## config.mk

```make
export PLATFORM = sky130hd
export DESIGN_NAME = clk_discipline
export DESIGN_NICKNAME = d
export VERILOG_FILES = /design/src/rtl/clk_discipline_pkg.sv /design/src/rtl/cd_offset_eval.sv /design/src/rtl/cd_freq_acc.sv /design/src/rtl/cd_slew.sv /design/src/rtl/cd_time_ctr.sv /design/src/rtl/clk_discipline.sv
export SDC_FILE = /design/constraint.sdc
export NUM_CORES = 1
export LEC_CHECK = 0
export BUFFER_PORTS_ARGS = -buffer_cell sky130_fd_sc_hd__clkbuf_2
export CORE_ASPECT_RATIO = 1.5
export CORE_UTILIZATION = 35
export DETAILED_ROUTE_END_ITERATION = 10
export GPL_ROUTABILITY_DRIVEN = 0
export MAX_ROUTING_LAYER = met4
export SLEW_MARGIN = 15
export SYNTH_ARGS = -nofsm -noshare
export SYNTH_HDL_FRONTEND = slang
export SYNTH_HIERARCHICAL = 1
export SYNTH_SLANG_ARGS = --single-unit
```

## constraint.sdc

```tcl
create_clock -name clk -period 12.25 [get_ports clk]
set_input_delay 0 -clock clk [delete_from_list [all_inputs] [get_ports clk]]
set_output_delay 0 -clock clk [all_outputs]
set_load 0.02 [all_outputs]
```

## src/rtl/clk_discipline_pkg.sv

```systemverilog
package clk_discipline_pkg;
  typedef enum logic [1:0] {
    ST_PWRUP = 2'd0,
    ST_TLOCK = 2'd1,
    ST_FLOCK = 2'd2,
    ST_FINAL = 2'd3
  } stage_e;

  typedef struct packed {
    logic add;
    logic skip;
  } adj_t;
endpackage

```

## src/rtl/cd_offset_eval.sv

```systemverilog
module cd_offset_eval #(
  parameter int SEC_W      = 32,
  parameter int US_W       = 20,
  parameter int MAG_W      = 27,
  parameter int US_PER_SEC = 1000000,
  parameter int JAM_SEC    = 120,
  parameter int FINE_US    = 10
) (
  input  logic signed [SEC_W-1:0] ofs_sec_i,
  input  logic [US_W-1:0]         ofs_us_i,
  output logic                    jam_o,
  output logic                    fine_o,
  output logic                    slow_o,
  output logic [MAG_W-1:0]        mag_o
);
  localparam logic signed [47:0] US_PS    = 48'(US_PER_SEC);
  localparam logic signed [47:0] JAM_LIM  = 48'(JAM_SEC) * 48'(US_PER_SEC);
  localparam logic signed [47:0] FINE_LIM = 48'(FINE_US);

  logic signed [47:0] sec_x, us_x, total, mag_full;
  logic unused_hi;

  assign sec_x    = 48'(ofs_sec_i);
  assign us_x     = 48'(ofs_us_i);
  assign total    = sec_x * US_PS + us_x;
  assign mag_full = total[47] ? -total : total;

  assign jam_o     = mag_full > JAM_LIM;
  assign fine_o    = mag_full <= FINE_LIM;
  assign slow_o    = !total[47];
  assign mag_o     = mag_full[MAG_W-1:0];
  assign unused_hi = ^mag_full[47:MAG_W];
endmodule

```

## src/rtl/cd_freq_acc.sv

```systemverilog
module cd_freq_acc
  import clk_discipline_pkg::*;
#(
  parameter int PPM_W     = 8,
  parameter int PPM_SCALE = 1000000
) (
  input  logic             clk,
  input  logic             rst,
  input  logic             tick_i,
  input  logic             en_i,
  input  logic [PPM_W-1:0] ppm_i,
  output adj_t             adj_o
);
  localparam int ACC_W = $clog2(PPM_SCALE + (2 ** PPM_W)) + 1;
  localparam logic [ACC_W-1:0] LIM = ACC_W'(PPM_SCALE);

  logic [ACC_W-1:0] acc_q, acc_sum;
  logic [PPM_W-1:0] mag;
  logic             neg, hit;

  assign neg     = ppm_i[PPM_W-1];
  assign mag     = neg ? (~ppm_i + PPM_W'(1)) : ppm_i;
  assign acc_sum = acc_q + ACC_W'(mag);
  assign hit     = tick_i && en_i && (acc_sum >= LIM);

  assign adj_o.add  = hit && !neg;
  assign adj_o.skip = hit && neg;

  always_ff @(posedge clk) begin
    if (rst) begin
      acc_q <= '0;
    end else if (tick_i && en_i) begin
      acc_q <= hit ? (acc_sum - LIM) : acc_sum;
    end
  end


  acc_range_chk: assert property (@(posedge clk) disable iff (rst)
    acc_q < LIM);
endmodule

```

## src/rtl/cd_slew.sv

```systemverilog
module cd_slew
  import clk_discipline_pkg::*;
#(
  parameter int MAG_W    = 27,
  parameter int SLEW_DIV = 30
) (
  input  logic             clk,
  input  logic             rst,
  input  logic             tick_i,
  input  logic             load_i,
  input  logic [MAG_W-1:0] mag_i,
  input  logic             slow_i,
  input  logic             fskip_i,
  output logic             busy_o,
  output adj_t             adj_o
);
  localparam int PH_W = $clog2(SLEW_DIV + 1);
  localparam logic [PH_W-1:0] PH_LAST = PH_W'(SLEW_DIV - 1);

  logic [MAG_W-1:0] cnt_q;
  logic [PH_W-1:0]  ph_q;
  logic             slow_q, busy_q;
  logic             due, blocked, fire;

  assign due     = busy_q && tick_i && (ph_q == PH_LAST);
  assign blocked = !slow_q && fskip_i;
  assign fire    = due && !blocked;

  assign adj_o.add  = fire && slow_q;
  assign adj_o.skip = fire && !slow_q;
  assign busy_o     = busy_q;

  always_ff @(posedge clk) begin
    if (rst) begin
      cnt_q  <= '0;
      ph_q   <= '0;
      slow_q <= 1'b0;
      busy_q <= 1'b0;
    end else if (load_i) begin
      cnt_q  <= mag_i;
      ph_q   <= '0;
      slow_q <= slow_i;
      busy_q <= (mag_i != '0);
    end else if (busy_q && tick_i) begin
      if (ph_q != PH_LAST) begin
        ph_q <= ph_q + PH_W'(1);
      end else if (!blocked) begin
        ph_q  <= '0;
        cnt_q <= cnt_q - MAG_W'(1);
        if (cnt_q == MAG_W'(1)) busy_q <= 1'b0;
      end
    end
  end


  slew_end_chk: assert property (@(posedge clk) disable iff (rst)
    $fell(busy_q) |-> $past(tick_i));

  cnt_mono_chk: assert property (@(posedge clk) disable iff (rst)
    (busy_q && $past(busy_q)) |-> (cnt_q <= $past(cnt_q)));
endmodule

```

## src/rtl/cd_time_ctr.sv

```systemverilog
module cd_time_ctr #(
  parameter int SEC_W      = 32,
  parameter int US_W       = 20,
  parameter int US_PER_SEC = 1000000
) (
  input  logic                    clk,
  input  logic                    rst,
  input  logic [SEC_W-1:0]        bkup_sec_i,
  input  logic [1:0]              step_i,
  input  logic                    jam_i,
  input  logic signed [SEC_W-1:0] jam_sec_i,
  input  logic [US_W-1:0]         jam_us_i,
  output logic [SEC_W-1:0]        sec_o,
  output logic [US_W-1:0]         us_o
);
  localparam logic [US_W+1:0] LIM = (US_W + 2)'(US_PER_SEC);

  logic [SEC_W-1:0] sec_q;
  logic [US_W-1:0]  us_q;
  logic [US_W+1:0]  us_adv, us_jam;

  assign us_adv = (US_W + 2)'(us_q) + (US_W + 2)'(step_i);
  assign us_jam = us_adv + (US_W + 2)'(jam_us_i);

  always_ff @(posedge clk) begin
    if (rst) begin
      sec_q <= bkup_sec_i;
      us_q  <= '0;
    end else if (jam_i) begin
      if (us_jam >= LIM) begin
        us_q  <= US_W'(us_jam - LIM);
        sec_q <= sec_q + SEC_W'(jam_sec_i) + SEC_W'(1);
      end else begin
        us_q  <= US_W'(us_jam);
        sec_q <= sec_q + SEC_W'(jam_sec_i);
      end
    end else if (us_adv >= LIM) begin
      us_q  <= US_W'(us_adv - LIM);
      sec_q <= sec_q + SEC_W'(1);
    end else begin
      us_q <= US_W'(us_adv);
    end
  end

  assign sec_o = sec_q;
  assign us_o  = us_q;


  us_range_chk: assert property (@(posedge clk) disable iff (rst)
    us_q < US_W'(US_PER_SEC));
endmodule

```

## src/rtl/clk_discipline.sv

```systemverilog
module clk_discipline
  import clk_discipline_pkg::*;
#(
  parameter int SEC_W       = 32,
  parameter int PPM_W       = 8,
  parameter int US_PER_SEC  = 1000000,
  parameter int PPM_SCALE   = 1000000,
  parameter int SLEW_DIV    = 30,
  parameter int JAM_SEC     = 120,
  parameter int FINE_US     = 10,
  parameter int DWELL_TICKS = 300000000,
  localparam int US_W       = $clog2(US_PER_SEC)
) (
  input  logic                    clk,
  input  logic                    rst,
  input  logic                    tick_i,
  input  logic [SEC_W-1:0]        bkup_sec_i,
  input  logic                    cst_vld_i,
  input  logic [PPM_W-1:0]        cst_ppm_i,
  input  logic                    ofs_valid_i,
  output logic                    ofs_ready_o,
  input  logic signed [SEC_W-1:0] ofs_sec_i,
  input  logic [US_W-1:0]         ofs_us_i,
  output logic [SEC_W-1:0]        sec_o,
  output logic [US_W-1:0]         usec_o,
  output logic [1:0]              stage_o
);
  localparam int MAG_W = $clog2(JAM_SEC * US_PER_SEC + 1);
  localparam int DW_W  = $clog2(DWELL_TICKS + 1);
  localparam logic [DW_W-1:0] DW_LAST = DW_W'(DWELL_TICKS - 1);

  stage_e           stage_q;
  logic [DW_W-1:0]  dwell_q;
  logic             accept, big, fine, slow, slew_busy;
  logic [MAG_W-1:0] mag;
  adj_t             f_adj, s_adj;
  logic [1:0]       step;

  assign ofs_ready_o = !slew_busy;
  assign accept      = ofs_valid_i && ofs_ready_o;

  cd_offset_eval #(
    .SEC_W(SEC_W), .US_W(US_W), .MAG_W(MAG_W), .US_PER_SEC(US_PER_SEC),
    .JAM_SEC(JAM_SEC), .FINE_US(FINE_US)
  ) u_eval (
    .ofs_sec_i(ofs_sec_i), .ofs_us_i(ofs_us_i),
    .jam_o(big), .fine_o(fine), .slow_o(slow), .mag_o(mag)
  );

  cd_freq_acc #(.PPM_W(PPM_W), .PPM_SCALE(PPM_SCALE)) u_freq (
    .clk(clk), .rst(rst), .tick_i(tick_i), .en_i(cst_vld_i),
    .ppm_i(cst_ppm_i), .adj_o(f_adj)
  );

  cd_slew #(.MAG_W(MAG_W), .SLEW_DIV(SLEW_DIV)) u_slew (
    .clk(clk), .rst(rst), .tick_i(tick_i), .load_i(accept && !big),
    .mag_i(mag), .slow_i(slow), .fskip_i(f_adj.skip),
    .busy_o(slew_busy), .adj_o(s_adj)
  );

  always_comb begin
    int n;
    n = 1 + int'(f_adj.add) + int'(s_adj.add) - int'(f_adj.skip) - int'(s_adj.skip);
    step = tick_i ? 2'(n) : 2'd0;
  end

  cd_time_ctr #(.SEC_W(SEC_W), .US_W(US_W), .US_PER_SEC(US_PER_SEC)) u_time (
    .clk(clk), .rst(rst), .bkup_sec_i(bkup_sec_i), .step_i(step),
    .jam_i(accept && big), .jam_sec_i(ofs_sec_i), .jam_us_i(ofs_us_i),
    .sec_o(sec_o), .us_o(usec_o)
  );

  always_ff @(posedge clk) begin
    if (rst) begin
      stage_q <= ST_PWRUP;
      dwell_q <= '0;
    end else if (accept) begin
      if (big || stage_q == ST_PWRUP) begin
        stage_q <= ST_TLOCK;
        dwell_q <= '0;
      end else if (stage_q == ST_FLOCK && fine) begin
        stage_q <= ST_FINAL;
      end
    end else if (tick_i && stage_q == ST_TLOCK && !slew_busy) begin
      if (dwell_q == DW_LAST) stage_q <= ST_FLOCK;
      else dwell_q <= dwell_q + DW_W'(1);
    end
  end

  assign stage_o = stage_q;


  stage_seq_chk: assert property (@(posedge clk) disable iff (rst)
    (stage_q != $past(stage_q)) |-> (stage_q == ST_TLOCK || 2'(stage_q) == 2'($past(stage_q)) + 2'd1));

  hold_chk: assert property (@(posedge clk) disable iff (rst)
    (!tick_i && !(ofs_valid_i && ofs_ready_o)) |=> ($stable(usec_o) && $stable(sec_o)));

  ready_rst_chk: assert property (@(posedge clk)
    $past(rst) |-> (ofs_ready_o && stage_o == 2'd0));
endmodule

```

==> impl_results.md, run 1 <==
* Initial DRC count at 1,351
* Area share of the largest cell type after synthesis at 14.3%
* R2R Path End: u_time/sec_o[19]
* CTS buffer count at 17
* GR Util All Layers at 21.9%
* Crit path top cell by count: ha_1
* DRT antenna net count at 0
* Final Max Slew Viols at 0
* Setup ws final at 1060 ps
* Non-Filler Instances at 4,088
* Yosys top cell by area: ha_1
* DRT Pass-1 Iters at 9
* Tmin final at 11,190 ps
* Tcrit/Tclk final at 91.3%
* Boundary Pins at 152
* Reg2Reg Depth at 39
* Register area share after synthesis at 12.5%
* Nets at 3,685
* Max Clk Rate at 89.4 MHz
* Hold endpoint: u_slew/cnt_q[5]
* Initial Util at 35.3%
* Synth cell count leaders: 283 x ha_1, 255 x inv_1, 230 x nand2_1, 229 x nor2_1, 185 x a21oi_1
* Routed len/inst at 18.7 um
* Worst Setup Path Type: in2reg
* Synth unique cells at 130
* Reg2reg setup slack at 1430 ps
* Die H at 328 um
* Post-Syn Instances at 3,052
* Async set-reset flop share out of synthesis at 0%
* CP max FO at 14
* Fill cell count at 7,253
* Pre-CTS setup slack at 1210 ps
* Dpl hpwl at 62.5 mm
* Largest net degree at the start of global routing at 66
* Post-CTS Setup Inserts at 0
* Post-cts sizing count at 0
* DRC Markers at 2
* Req. time, crit path at 12,450 ps
* Clk slew on worst S/H paths at 60 ps
* WHS Path Cells at 4
* Antenna violations before repair at 4
* Slew @ Worst Pin at 1060 ps
* Vias at 23,200
* FF+latch count, synth at 138
* Vias in the first global route at 23,000
* Ys flop type: dfxtp_1
* Final Hold Fails at 0
* Final instance area at 27,100 sq um
* Worst Setup Start Kind: input pin
* Die width at 219 um
* Setup TNS at 0 ps
* Slew HR at 29.3%
* R2R Path Start: u_freq/acc_q[1]
* CP arrival at 11,380 ps
* CTS tree: yes
* Worst Setup End Kind: flip-flop
* Setup Skew at 18.6 ps
* Synth Net Count at 3,573
* Core ar. at 70,100 sq um
* Clk sinks at 138
* Avg Inst Size Synth at 8.10 sq um
* Area grow syn2layout at 9.53%
* Max Cap Viol at 0
* CTS max path bufs at 2
* H-tree lvl count at 4
* Yosys Warn Count at 6
* Placed cell count at 4,017
* Clk_lat worst skew at 480 ps
* Routed Wire Length at 76.4 mm
* Slowest cell on the critical path: or2_0
* Rows at 119
* Vias per std cell at 5.66
* EDFF count, synth at 32
* IO Port Bufs at 151
* GRT overflow at 0
* Max incr delay on CP at 830 ps
* Top cells by area, synth: ha_1 14%, fa_1 11%, dfxtp_1 8.6%
* Failing checks: design-rule violations
* Synth Cell Area at 24,700 sq um
* RSZ-0062 raised after global routing: no
* Layout cell share with drive strength beyond 1 at 10.4%
* Status: complete, but fails checks
* HP Class: in2reg
* DIE AREA at 71,800 sq um
* DP Area at 26,200 sq um
* Top-count cell post-synth: ha_1
* Hold path startpoint: ofs_us_i[5]
* Clock Root Buffer: clkbuf_16
* Global-route wire length before repair at 121 mm
* # setup viols final at 0
## final cells by class
type,count,area [sq um],area share [%]
diodes,4,10.0,0.0370
clock buffers,20,458,1.69
multi-input cells,2552,20100,74.4
clock inverters,12,87.6,0.323
repair buffers,199,1210,4.45
inverters,256,961,3.55
flip-flops and latches,138,3080,11.4
well taps,907,1130,4.19
## flip-flops by register name (all words and copies together) (netlist names)
register / count
u_slew/cnt_q: 27
u_time/sec_o: 32
u_slew/ph_q: 5
u_slew/slow_q: 1
dwell_q: 29
u_freq/acc_q: 21
stage_o: 2
u_time/us_o: 20
u_slew/busy_o: 1
## how the worst max path moves through the flow
stage                 start          endpoint  cells after the start
5_1_grt        cst_ppm_i[0]  u_time/sec_o[19]                     46
3_3_place_gp   cst_ppm_i[1]  u_time/sec_o[19]                     42
2_1_floorplan  ofs_sec_i[9]   u_time/sec_o[0]                     32
4_1_cts        cst_ppm_i[0]  u_time/sec_o[19]                     45
3_5_place_dp   cst_ppm_i[0]  u_time/sec_o[19]                     44
6_report       cst_ppm_i[0]  u_time/sec_o[19]                     45
## critical path, delay by kind of cell
family	cells	cell delay, ps
buffers and inverters	5	890
AOI/OAI and AO/OA	12	2940
adders and majority gates	8	2530
and+or+nand+nor	16	3930
xor gates and xnor gates	4	1070
## cell usage in the layout (no fill, tap or decap), types with 39 or more instances in the layout
master and instances:
nor4_1 45, nor3_1 77, o21ai_0 121, clkbuf_2 150
a21oi_1 185, nand3_1 112, xor2_1 92, nand2_1 230
nor2_1 229, inv_1 255, dfxtp_1 106, o31ai_1 39
nand4_1 57, and3_1 39, fa_1 141, ha_1 283
xnor2_1 168
## stage by stage
stage	hold WS (ps)	util [%]
CTS	13.4	38.6
floorplan	178	-
detailed placement	288	37.3
finish	34.1	38.6
global placement	285	37.3
global route	73.9	38.6
## kinds of logic after synthesis
group	count (synthesis)	share of synthesized area, %
and+or+nand+nor	1066	23.2
buffers and inverters	362	6.08
DFF	138	12.5
adders and majority gates	424	25.7
xor gates and xnor gates	264	9.52
AOI/OAI and AO/OA	763	21.6
muxes	35	1.49
## what timing repair did
item                                    in CTS  in global routing
hold endpoints to repair                    35                  0
endpoints found under the setup margin       0                  0
hold buffers                                35                  0
## metal layers
metal	global-route usage, %	share of wire [%]	vias up	routed length, um
li1	-	-	11400	-
met1	24.6	41	11100	31400
met2	39.4	52	480	40000
met3	2.20	3.2	133	2410
met4	8.57	3.5	0	2640
met5	-	0	-	0
Power of run 1 is left out: the tool's default activity adds up to more than one toggle a clock period on the data nets, which glitch-free logic cannot reach.
==> run 2: changes to the inputs <==
CORE_ASPECT_RATIO = 1.1   (was 1.5)
SYNTH_HIERARCHICAL = unset   (was 1)
==> run 2 against run 1 <==
Against the previous run:
- the run now ends clean
- wire length fell by 12%
- design area decreased by 2.0%
- critical path depth grew 4
- sequential cell count stayed put
- critical path type unchanged
==> impl_results.md, run 2 <==
* Status: complete, no violations
* Top-count cell post-synth: ha_1
* Setup Skew at 17.6 ps (-0.976 ps)
* CP arrival at 10,670 ps (-710 ps)
* Tmin final at 10,430 ps (-758 ps)
* Final Max Slew Viols at 0 (unchanged)
* Most frequent cells in the layout: 283 x ha_1, 255 x inv_1, 245 x nand2_1
* Max incr delay on CP at 520 ps (-310 ps)
* Largest net degree at the start of global routing at 72 (+9.1%)
* Top cells by area, synth: ha_1 15%, fa_1 12%, dfxtp_1 8.8%
* Worst Setup End Kind: flip-flop
* Fill cell count at 7,094 (-2.2%)
* Most common cell after layout, fill and taps aside: ha_1
* Slew HR at 28.4% (-0.87 points)
* Layout cell share with drive strength beyond 1 at 8.68% (-1.7 points)
* CTS buffer count at 17 (unchanged)
* Synth cell count leaders: 283 x ha_1, 255 x inv_1, 246 x nand2_1, 218 x nor2_1, 196 x xnor2_1
* Rows at 100 (-16%)
* Yosys Warn Count at 0 (-6)
* Slew @ Worst Pin at 1070 ps (+13.1 ps)
* Routed len/inst at 16.5 um (-12%)
* Slowest cell on the critical path: dlygate4sd3_1
* Initial Util at 35.4% (+0.18 points)
* DRT antenna net count at 0 (unchanged)
* WHS Path Cells at 3 (-1)
* Tcrit/Tclk final at 85.1% (-6.2 points)
* Worst Setup Path Type: in2reg
* Area grow syn2layout at 10.4%
* DIE AREA at 69,700 sq um (-2.8%)
* Register area share after synthesis at 12.8% (+0.36 points)
* GR Util All Layers at 19.7% (-2.2 points)
* Ys flop type: dfxtp_1
* Max FFs per register at 32 (unchanged)
* Post-Syn Instances at 2,997 (-1.8%)
* Synth Net Count at 3,517 (-1.6%)
* Setup TNS at 0 ps (unchanged)
* CTS max path bufs at 2 (unchanged)
* # setup viols final at 0 (unchanged)
* CTS tree: yes
* Crit path top cell by count: ha_1
* Global-route wire length before repair at 109 mm (-10%)
* Routed Wire Length at 66.9 mm (-12%)
* GRT overflow at 0 (unchanged)
* Clock Root Buffer: clkbuf_16
* Post-CTS Setup Inserts at 0 (unchanged)
* Async set-reset flop share out of synthesis at 0% (unchanged)
* CP max FO at 21 (+7)
* DRC Markers at 0 (-2)
* Max Clk Rate at 95.9 MHz (+7.3%)
* EDFF count, synth at 32 (unchanged)
* Req. time, crit path at 12,490 ps (+40 ps)
* Synth Cell Area at 24,000 sq um (-2.8%)
* HP Class: in2reg
* Synth unique cells at 105 (-19%)
* RSZ-0062 raised after global routing: no
* Area share of the largest cell type after synthesis at 14.7% (+0.41 points)
* Clk_lat worst skew at 480 ps (about the same)
* FF+latch count, synth at 138 (unchanged)
* Clk slew on worst S/H paths at 70 ps (about the same)
* Antenna violations before repair at 1 (-3)
* Yosys top cell by area: ha_1
* IO Port Bufs at 151 (unchanged)
* Nets at 3,642 (-1.2%)
* Vias per std cell at 5.42 (-4.3%)
* Reg2reg setup slack at 2090 ps (+660 ps)
* Worst Setup Start Kind: input pin
* Die H at 277 um (-15%)
* Core ar. at 67,800 sq um (-3.3%)
* Boundary Pins at 152 (unchanged)
* Max Cap Viol at 0 (unchanged)
* Dpl hpwl at 54.2 mm (-13%)
* Die width at 252 um (+15%)
* Reg2Reg Depth at 41 (+5.1%)
* Initial DRC count at 1,175 (-13%)
* Clk sinks at 138 (unchanged)
* H-tree lvl count at 4 (unchanged)
* Final Hold Fails at 0 (unchanged)
* Avg Inst Size Synth at 8.02 sq um (-1.0%)
* Vias in the first global route at 21,100 (-8.1%)
* DRT Pass-1 Iters at 6 (-3)
* Vias at 22,000 (-5.1%)
[run 2: cell types whose count changed in the layout (fill, tap and decap cells not counted), moves of 16 or more]
cell      previous run  this run
a31oi_1             35        19
xor2_1              92       115
a211oi_1            28        56
a311oi_1            23         5
mux2i_1             23        49
xnor2_1            168       196
nand4_1             57        35
[run 2: area by class of cell]
class	instances	area (sq um)	share of cell area (%)
multi-input combinational	2507	19600	73.7
sequential	138	3080	11.6
timing repair buffer	202	1230	4.65
tap	918	1150	4.33
inverter	256	961	3.62
clock buffer	18	429	1.62
clock inverter	14	111	0.420
antenna	1	2.50	0.00943
[run 2: layer usage]
metal / vias to the layer above / share of wire (%) / wire length, um / global-route usage (%)
met5: - / 0 / 0 / -
met4: 0 / 1.7 / 1120 / 4.66
met3: 79 / 3.4 / 2250 / 2.49
met2: 413 / 47 / 31600 / 32.3
met1: 10400 / 48 / 31900 / 25.5
li1: 11000 / - / - / -
[run 2: path summary, 6_finish.rpt]
path	start	end
setup / recovery	cst_ppm_i[0]	u_time.sec_o[19]
hold / removal	ofs_us_i[4]	u_slew.cnt_q[4]
setup reg to reg	u_freq.acc_q[0]	u_time.sec_o[19]
hold reg to reg	u_freq.acc_q[0]	u_freq.acc_q[0]
[run 2: through the flow]
stage | setup WS (ps) | hold slack [ps] | instance area, sq um | instances | util (%)
6_report | 1820 | 40.3 | 26500 | 4054 | 39.1
5_1_grt | 653 | 67.4 | 26500 | 4054 | 39.1
4_1_cts | 1720 | 23.4 | 26500 | 4053 | 39.1
3_5_place_dp | 1790 | 288 | 25600 | 3984 | 37.8
3_3_place_gp | 1750 | 281 | 25600 | 3984 | 37.8
2_1_floorplan | 3080 | 191 | 24000 | 2997 | -
[run 2: cell families after synthesis]
| group | share of synthesized area, % |
|---|---|
| xor gates and xnor gates | 11.5 |
| DFF | 12.8 |
| buffers and inverters | 5.88 |
| AOI/OAI and AO/OA | 18.9 |
| muxes | 2.65 |
| and+or+nand+nor | 21.8 |
| adders and majority gates | 26.4 |
[run 2: timing repair]
item                      in CTS  in global routing
resized for setup              0                  0
hold endpoints to repair      36                  0
hold buffers                  37                  0
[run 2: critical path, delay by kind of cell]
kind	cells	cell delay (ps)
AOI/OAI and AO/OA	17	3450
and+or+nand+nor	13	2740
adders and majority gates	6	1750
buffers and inverters	6	1190
xor gates and xnor gates	5	1150
muxes	2	360
Power of run 2 is left out for the same reason.
